--- config.mk ---
export PLATFORM = sky130hd
export DESIGN_NAME = flash_burst_seq
export DESIGN_NICKNAME = d
export VERILOG_FILES = /design/src/rtl/fbs_pkg.sv /design/src/rtl/fbs_cmd_decode.sv /design/src/rtl/fbs_burst_track.sv /design/src/rtl/fbs_status_pack.sv /design/src/rtl/flash_burst_seq.sv
export SDC_FILE = /design/constraint.sdc
export NUM_CORES = 1
export LEC_CHECK = 0
export ABC_CLOCK_PERIOD_IN_PS = 3500
export CORE_AREA = 4 4 98 100
export DETAILED_ROUTE_END_ITERATION = 8
export DIE_AREA = 0 0 102 104
export PLACE_DENSITY = 0.9
export SYNTH_ARGS = -nofsm -noshare
export SYNTH_HDL_FRONTEND = slang
export SYNTH_SLANG_ARGS = --single-unit
--- constraint.sdc ---
create_clock -name clk -period 3.5 [get_ports clk]
set_input_delay 0.35 -clock clk [delete_from_list [all_inputs] [get_ports clk]]
set_output_delay 0.35 -clock clk [all_outputs]
set_load 0.1 [all_outputs]
--- src/rtl/fbs_pkg.sv ---
package fbs_pkg;

    localparam int unsigned FBS_ADDR_W = 24;
    localparam int unsigned FBS_CTL_W  = 32;

    // Bit positions inside the control/status word
    localparam int unsigned BIT_GO     = 26;
    localparam int unsigned BIT_BUSY   = 27;
    localparam int unsigned BIT_RSVD   = 28;
    localparam int unsigned BIT_STICKY = 29;
    localparam int unsigned BIT_CDONE  = 30;
    localparam int unsigned BIT_WDONE  = 31;
    localparam int unsigned OP_LSB     = 24;

    typedef enum logic [1:0] {
        OP_RSV_A = 2'b00,
        OP_WRITE = 2'b01,
        OP_RSV_B = 2'b10,
        OP_RSV_C = 2'b11
    } fbs_op_e;

endpackage

--- src/rtl/fbs_cmd_decode.sv ---
module fbs_cmd_decode
    import fbs_pkg::*;
(
    input  logic                 wr_en,
    input  logic [FBS_CTL_W-1:0] wr_word,
    input  logic                 active,
    output logic                 start,
    output logic                 drop,
    output logic                 keep_sticky,
    output logic [1:0]           op,
    output logic [FBS_ADDR_W-1:0] addr
);
    logic issue;
    logic unused_bits;

    assign op          = wr_word[OP_LSB +: 2];
    assign addr        = wr_word[FBS_ADDR_W-1:0];
    assign issue       = wr_en && wr_word[BIT_GO] && !active;
    assign start       = issue && (fbs_op_e'(op) == OP_WRITE);
    assign drop        = issue && (fbs_op_e'(op) != OP_WRITE);
    assign keep_sticky = !wr_en || wr_word[BIT_STICKY];
    assign unused_bits = ^{wr_word[BIT_WDONE], wr_word[BIT_CDONE],
                           wr_word[BIT_RSVD], wr_word[BIT_BUSY]};
endmodule

--- src/rtl/fbs_burst_track.sv ---
module fbs_burst_track #(
    parameter int unsigned MAX_BYTES  = 256,
    parameter int unsigned WORD_BYTES = 4,
    parameter int unsigned LEN_W      = 9,
    parameter int unsigned CNT_W      = 9
) (
    input  logic [LEN_W-1:0] len_q,
    input  logic [CNT_W-1:0] bytes_q,
    output logic             last_word
);
    localparam int unsigned SUM_W = ((LEN_W > CNT_W) ? LEN_W : CNT_W) + 2;

    logic [SUM_W-1:0] len_x;
    logic [SUM_W-1:0] limit;
    logic [SUM_W-1:0] after;

    always_comb begin
        len_x = SUM_W'(len_q);
        if (len_x == '0 || len_x > SUM_W'(MAX_BYTES)) begin
            limit = SUM_W'(MAX_BYTES);
        end else begin
            limit = len_x;
        end
        after     = SUM_W'(bytes_q) + SUM_W'(WORD_BYTES);
        last_word = (after >= limit);
    end
endmodule

--- src/rtl/fbs_status_pack.sv ---
module fbs_status_pack
    import fbs_pkg::*;
(
    input  logic                  go,
    input  logic [1:0]            op,
    input  logic [FBS_ADDR_W-1:0] addr,
    input  logic                  busy,
    input  logic                  sticky,
    input  logic                  cdone,
    input  logic                  wdone,
    output logic [FBS_CTL_W-1:0]  word
);
    always_comb begin
        word                  = '0;
        word[FBS_ADDR_W-1:0]  = addr;
        word[OP_LSB +: 2]     = op;
        word[BIT_GO]          = go;
        word[BIT_BUSY]        = busy;
        word[BIT_RSVD]        = 1'b0;
        word[BIT_STICKY]      = sticky;
        word[BIT_CDONE]       = cdone;
        word[BIT_WDONE]       = wdone;
    end
endmodule

--- src/rtl/flash_burst_seq.sv ---
module flash_burst_seq
    import fbs_pkg::*;
#(
    parameter int unsigned MAX_BYTES  = 256,
    parameter int unsigned WORD_BYTES = 4,
    parameter int unsigned LEN_W      = 9
) (
    input  logic                          clk,
    input  logic                          rst_n,
    input  logic                          ctl_wr_en,
    input  logic [FBS_CTL_W-1:0]          ctl_wr_data,
    output logic [FBS_CTL_W-1:0]          ctl_rd_data,
    input  logic                          len_wr_en,
    input  logic [LEN_W-1:0]              len_wr_data,
    input  logic                          dat_wr_en,
    input  logic [8*WORD_BYTES-1:0]       dat_wr_data,
    output logic                          fl_req,
    output logic [FBS_ADDR_W-1:0]         fl_addr,
    output logic [8*WORD_BYTES-1:0]       fl_wdata,
    input  logic                          fl_ack
);
    localparam int unsigned DATA_W = 8 * WORD_BYTES;
    localparam int unsigned CNT_W  = $clog2(MAX_BYTES + 1);

    typedef struct packed {
        logic                  go;
        logic [1:0]            op;
        logic [FBS_ADDR_W-1:0] addr;
        logic                  busy;
        logic                  sticky;
        logic                  cdone;
        logic                  wdone;
        logic                  req;
        logic [DATA_W-1:0]     wdata;
        logic [CNT_W-1:0]      bytes;
        logic [LEN_W-1:0]      len;
    } seq_state_t;

    seq_state_t s_d, s_q;

    logic                  start, drop, keep_sticky, last_word;
    logic [1:0]            dec_op;
    logic [FBS_ADDR_W-1:0] dec_addr;

    fbs_cmd_decode i_decode (
        .wr_en       (ctl_wr_en),
        .wr_word     (ctl_wr_data),
        .active      (s_q.go),
        .start       (start),
        .drop        (drop),
        .keep_sticky (keep_sticky),
        .op          (dec_op),
        .addr        (dec_addr)
    );

    fbs_burst_track #(
        .MAX_BYTES  (MAX_BYTES),
        .WORD_BYTES (WORD_BYTES),
        .LEN_W      (LEN_W),
        .CNT_W      (CNT_W)
    ) i_track (
        .len_q     (s_q.len),
        .bytes_q   (s_q.bytes),
        .last_word (last_word)
    );

    fbs_status_pack i_pack (
        .go     (s_q.go),
        .op     (s_q.op),
        .addr   (s_q.addr),
        .busy   (s_q.busy),
        .sticky (s_q.sticky),
        .cdone  (s_q.cdone),
        .wdone  (s_q.wdone),
        .word   (ctl_rd_data)
    );

    always_comb begin
        s_d = s_q;
        // software clear of the sticky flag (hardware set below wins)
        if (!keep_sticky) begin
            s_d.sticky = 1'b0;
        end
        // command acceptance
        if (start) begin
            s_d.go    = 1'b1;
            s_d.op    = dec_op;
            s_d.addr  = dec_addr;
            s_d.cdone = 1'b0;
            s_d.wdone = 1'b0;
            s_d.bytes = '0;
        end
        // burst length may only change between commands
        if (len_wr_en && !s_q.go) begin
            s_d.len = len_wr_data;
        end
        // data word launches a flash request
        if (dat_wr_en && s_q.go && !s_q.req) begin
            s_d.req   = 1'b1;
            s_d.wdata = dat_wr_data;
            s_d.wdone = 1'b0;
            s_d.busy  = 1'b1;
        end
        // acknowledge retires the word
        if (s_q.req && fl_ack) begin
            s_d.req   = 1'b0;
            s_d.wdone = 1'b1;
            s_d.addr  = s_q.addr + FBS_ADDR_W'(WORD_BYTES);
            s_d.bytes = s_q.bytes + CNT_W'(WORD_BYTES);
            if (last_word) begin
                s_d.go     = 1'b0;
                s_d.cdone  = 1'b1;
                s_d.busy   = 1'b0;
                s_d.sticky = 1'b1;
            end
        end
    end

    always_ff @(posedge clk) begin
        if (!rst_n) begin
            s_q        <= '0;
            s_q.cdone  <= 1'b1;
            s_q.wdone  <= 1'b1;
        end else begin
            s_q <= s_d;
        end
    end

    assign fl_req   = s_q.req;
    assign fl_addr  = s_q.addr;
    assign fl_wdata = s_q.wdata;


    req_hold_chk: assert property (@(posedge clk) disable iff (!rst_n)
        (fl_req && !fl_ack) |=> (fl_req && $stable(fl_addr) && $stable(fl_wdata)));


    addr_step_chk: assert property (@(posedge clk) disable iff (!rst_n)
        (fl_req && fl_ack) |=> (!fl_req && ctl_rd_data[BIT_WDONE] &&
            ctl_rd_data[FBS_ADDR_W-1:0] == FBS_ADDR_W'($past(fl_addr) + FBS_ADDR_W'(WORD_BYTES))));


    busy_cover_chk: assert property (@(posedge clk) disable iff (!rst_n)
        fl_req |-> ctl_rd_data[BIT_BUSY]);


    drop_chk: assert property (@(posedge clk) disable iff (!rst_n)
        drop |=> (!ctl_rd_data[BIT_GO] && !fl_req));


    done_split_chk: assert property (@(posedge clk) disable iff (!rst_n)
        ctl_rd_data[BIT_GO] |-> !ctl_rd_data[BIT_CDONE]);


    sticky_set_chk: assert property (@(posedge clk) disable iff (!rst_n)
        $rose(ctl_rd_data[BIT_CDONE]) |-> ctl_rd_data[BIT_STICKY]);

endmodule

# After elaboration in Yosys (flattened, before gate mapping)
# Cells that the tools add are included.
[op_classes]
eq_ne = 1
n_addsub = 3
muxes = 12
bitwise_logic = 1
reduce_logical = 16
order_cmp = 2
[op_table]
columns = ["op", "n"]
rows = [
  ["34-bit 2-to-1 mux", 1],
  ["29-bit 2-to-1 mux", 1],
  ["27-bit 2-to-1 mux", 1],
  ["9-bit 2-to-1 mux", 3],
  ["24-bit by 3-bit adder with 24-bit output, second input constant", 1],
  ["11-bit by 9-bit >= comparator with 1-bit output", 1],
  ["9-bit by 3-bit adder with 10-bit output, second input constant", 1],
  ["9-bit by 3-bit adder with 9-bit output, second input constant", 1],
  ["9-bit > comparator, second input constant", 1],
  ["9-bit zero test", 1],
  ["1-bit logical AND", 7],
  ["1-bit 2-to-1 mux", 4],
  ["2-bit nonzero test", 2],
  ["1-bit zero test", 3],
  ["3-bit 2-to-1 mux", 1],
  ["2-bit by 1-bit == test with 1-bit output, second input constant", 1],
  ["1-bit logical OR", 2],
  ["2-bit 2-to-1 mux", 1],
  ["2-bit OR reduction", 1],
  ["1-bit inverter", 1],
]
[word_totals]
out_inout_bits = 89
register_bits = 82
elab_cells = 46

# Depth between registers and ports, before layout
[logic_depth]
word_depth = 6
ltp_mapped = 9
depth_no_buf = 9

# Hierarchy
# From an unflattened synthesis, not the netlist that was laid out.
[hier_totals]
cells_unflattened = 598
area_unflattened_um2 = 4724.5
[by_module_without_submodules]
columns = ["mod", "cells_per_inst", "area_per_inst_um2", "n_inst"]
rows = [
  ["flash_burst_seq", 485, 3880.0, 1],
  ["fbs_burst_track", 49, 357.8, 1],
  ["fbs_status_pack", 33, 244.0, 1],
  ["fbs_cmd_decode", 31, 242.7, 1],
]

# Least setup slack after synthesis
# No wires, ideal clock.
[synth_path]
kind = "reg-to-reg"
startpoint = "register s_q (netlist bit fl_addr[2])"
endpoint = "register s_q (netlist bit fl_addr[20])"
setup_slack_ns = 1.114
arrival_ns = 2.312
stages_incl_launch_ff = 7
n_path_buf = 1
cell_sequence = "dfxtp_1 -> ha_1 -> and3_2 -> buf_2 -> nand4_2 -> or3_1 -> a31oi_1"
[synth_between]
elab_chain_cells = 2
[synth_rtl]
columns = ["element", "line_no", "source"]
rows = [
  ["from (decl)", "flash_burst_seq.sv:39", "seq_state_t s_d, s_q;"],
  ["24-bit by 3-bit adder with 24-bit output", "flash_burst_seq.sv:108", "s_d.addr = s_q.addr + FBS_ADDR_W'(WORD_BYTES);"],
  ["29-bit 2-to-1 mux", "flash_burst_seq.sv:105", "if (s_q.req && fl_ack) begin"],
]
# Every way passes these cells.
# A chain may end at the register's enable or synchronous reset.

# Worst setup path in the final report
[layout_path]
startpoint = "register s_q[4] (netlist name)"
endpoint = "register s_q[81] (netlist name)"
[layout_between]
elab_chain_cells = 6
word_cells_on_any_way = 7
[layout_rtl]
columns = ["element", "line_no", "source"]
rows = [
  ["9-bit > comparator or 9-bit zero test (tied branches)", "fbs_burst_track.sv:19", "if (len_x == '0 || len_x > SUM_W'(MAX_BYTES)) begin"],
  ["1-bit logical OR", "fbs_burst_track.sv:19", ""],
  ["9-bit 2-to-1 mux (*)", "fbs_burst_track.sv:19", ""],
  ["11-bit by 9-bit >= comparator with 1-bit output (*)", "fbs_burst_track.sv:25", "last_word = (after >= limit);"],
  ["1-bit 2-to-1 mux (*)", "flash_burst_seq.sv:110", "if (last_word) begin"],
  ["1-bit 2-to-1 mux (*)", "flash_burst_seq.sv:105", ""],
]
# Mark *: on every way between the ends. The rest lies on a longest branch, timed or not.

==> impl_metrics.json <==
{
  "outcome": "finished clean",
  "rr_worst_depth": 9,
  "fin_tns_setup_ns": 0,
  "vias": 4045,
  "rsz0062_at_grt": "false",
  "synthFlopType": "dfxtp_1",
  "worst_path_most_repeated_cell": "ha_1",
  "fmax_mhz": 363,
  "holdBufCountCts": 0,
  "clk_path_buf_depth": 2,
  "drive_gt1_share_pct": 4.86,
  "syn_nets": 584,
  "max_stage_delay_ns": 0.65,
  "synth_seq_cells": 80,
  "routed_via_density": 5.58,
  "ys_seq_area_share_pct": 40.6,
  "grt.total_usage_pct": 21.6,
  "start_util_pct": 45.5,
  "finalMaxSlewViolations": 0,
  "netSwitchingPower_mw": 0.622,
  "final_area_um2": 5580,
  "grt_pass1_vias": 3953,
  "final_common_cell": "clkdlybuf4s50_1",
  "dp_slack_ns": 0.781,
  "wl_per_cell_um": 16.1,
  "gp_congestion": 0.806,
  "clockRootBuffer": "clkbuf_8",
  "path_depth": 9,
  "nFillCells": 736,
  "grt_pass1_wl_mm": 18.8,
  "place_area_um2": 5350,
  "hold_viol_final": 0,
  "finalPower_mw": 2.10,
  "rrSetupSlack_ns": 0.75,
  "worst_slack_ns": 0.745,
  "grt_max_degree": 72,
  "final_cell_mix": "clkdlybuf4s50_1, nand2_1, dfxtp_1",
  "fin_crit_sh_pct": 78.7,
  "fin_hold_ws_ns": 0.458,
  "numCtsBuffers": 9,
  "io_pins": 168,
  "crit_fanout": 5,
  "yosysWarnings": 0,
  "worst_r2r_endpoint": "s_q[81]",
  "clk_pin_slew_worst_paths_ns": 0.09,
  "antenna_found_initial": 0,
  "p_leak_nw": 1.91,
  "critPathBufInv": 0,
  "layout.cells.non_filler": 725,
  "insertion_delay_ns": 0.34,
  "h-tree-depth": 3,
  "slew_headroom_pct": 30.9,
  "antenna_cells": 0,
  "r2r_start": "s_q[4]",
  "setup_viol": 0,
  "synth.distinct_cells": 57,
  "numClockSinks": 80,
  "cts_tree": "yes",
  "totalWireLength_mm": 11.7,
  "synthArstFlopShare_pct": 0,
  "cap_violations": 0,
  "slowest_stage": "a2111oi_0",
  "final_nets": 701,
  "grt-ovfl-total": 0,
  "die_w_um": 102,
  "core_um2": 8680,
  "sw_frac_of_total_pct": 29.6,
  "die_area_um2": 10600,
  "tightest_slew_ns": 1.03,
  "antenna_left": 0,
  "syn_inst": 495,
  "cts_resized": 0,
  "ir_worst_vdd_uv": 304,
  "port_buffers": 162,
  "layout_min_cycle_time_ns": 2.75,
  "post_cts_buffers": 0,
  "areaGrowthSynthToFinish_pct": 41.3,
  "critPathKind": "register to register",
  "die_y_um": 104,
  "drc_errors": 0,
  "arrival_ns": 2.98,
  "dr.pass1.iters": 6,
  "synth_area_um2": 3950,
  "critical-path-top-delay-family": "compound AO/OA/AOI/OAI gates",
  "crit_chain": "nor4_1 > nand2_1 > ha_1 > nand2b_1 > ha_1 > nand3_1 > a2111oi_0 > o2111a_1 > nor3_1",
  "p_seq_share_pct": 45.2,
  "end_kind": "register",
  "startpoint": "s_q[4]",
  "crit_path_start_kind": "register",
  "internal_power_mw": 1.48,
  "drtIter0Drc": 208,
  "rows": 34,
  "hold_class": "register to register",
  "clockPowerShare_pct": 36.8,
  "final_core_util_pct": 64.2,
  "powerDensity_nw_per_um2": 377,
  "syn-mean-instance-area_um2": 7.97,
  "critical_path.endpoint": "s_q[81]",
  "dpl.hpwl_mm": 8.60,
  "dpl.cell_count": 709,
  "clock_skew_ns": 0.00650,
  "comb_power_share_pct": 18.0,
  "synth_edf_count": 0,
  "cp.required_ns": 3.72
}
[state kept, by name, summed over array words and instances (netlist names)]
register	flops
fl_addr	24
fl_req	1
fl_wdata	32
s_q	23
[synth_stat cells (2+ instances only)]
library cell | count | area share (%)
a31oi_1 | 8 | 1.3
inv_1 | 7 | 0.67
nor2b_1 | 3 | 0.48
and3_2 | 3 | 0.57
and4_1 | 4 | 0.89
a21oi_1 | 63 | 8.0
clkbuf_8 | 3 | 1.0
and3_1 | 4 | 0.63
o311ai_0 | 2 | 0.44
nand3_1 | 19 | 2.4
and2_1 | 7 | 1.1
a311oi_1 | 4 | 0.89
nor3_1 | 5 | 0.63
buf_2 | 3 | 0.38
o21ai_0 | 14 | 1.8
or4_1 | 3 | 0.57
a211oi_1 | 4 | 0.76
buf_4 | 30 | 5.7
a2bb2oi_1 | 3 | 0.67
o211ai_1 | 9 | 1.7
nor2_1 | 13 | 1.2
nand2_1 | 113 | 11
o21a_1 | 2 | 0.38
a41oi_1 | 3 | 0.67
ha_1 | 10 | 3.2
buf_6 | 2 | 0.57
or3_1 | 11 | 1.7
nor4_1 | 2 | 0.32
a32oi_1 | 2 | 0.44
nand2b_1 | 7 | 1.1
clkbuf_1 | 20 | 1.9
xnor2_1 | 3 | 0.67
nand4_1 | 6 | 0.95
dfxtp_1 | 80 | 41
[metal layers]
layer | up-vias | GRT usage, % | share of wire [%]
met1 | 1884 | 24.6 | 38
met2 | 207 | 37.0 | 49
met5 | - | 0 | 0
li1 | 1943 | - | -
met3 | 11 | 7.98 | 12
met4 | 0 | 6.37 | 1.2
[logic make-up after synthesis]
family,Yosys count,synth area share (%)
AND/OR/NAND/NOR,208,25.6
buffers and inverters,68,10.6
XOR/XNOR,4,0.888
other,1,0.0950
adder cells (fa/ha/maj),10,3.17
AO/OA/AOI/OAI,124,19.1
flip-flops,80,40.6
[power by group through the flow]
stage | combinational, mW | sequential, mW | clock (mW)
2_1_floorplan | 0.159 | 1.05 | 0
3_3_place_gp | 0.373 | 0.969 | 0
3_5_place_dp | 0.378 | 0.971 | 0
4_1_cts | 0.380 | 0.950 | 0.783
5_1_grt | 0.400 | 0.953 | 0.822
6_report | 0.378 | 0.950 | 0.773
[cell type report]
cell class	instances	area [µm²]	area share, %
clock buffers	9	124	2.22
clock inverters	7	104	1.86
inverters	8	30.0	0.539
multi-input cells	347	1930	34.6
flip-flops and latches	80	1600	28.7
well taps	108	135	2.42
repair buffers	166	1650	29.6
[how the worst min path moves through the flow]
stage | from | end | slack (ns) | cells past startpoint
after floorplan | s_q[8] | s_q[8] | 0.44 | 2
after global routing | fl_wdata[21] | fl_wdata[21] | 0.48 | 2
after CTS | fl_wdata[21] | fl_wdata[21] | 0.46 | 2
after detailed placement | fl_wdata[21] | fl_wdata[21] | 0.45 | 2
after global placement | fl_wdata[29] | fl_wdata[29] | 0.44 | 2
final | fl_wdata[21] | fl_wdata[21] | 0.46 | 2
[worst reg2reg max path: stages, from the launching register on]
cell	delay, ns
dfxtp_1	0.33
nor4_1	0.29
nand2_1	0.09
ha_1	0.32
nand2b_1	0.17
ha_1	0.29
nand3_1	0.10
a2111oi_0	0.65
o2111a_1	0.34
nor3_1	0.06
No activity file was read; power rests on OpenSTA's default activity.
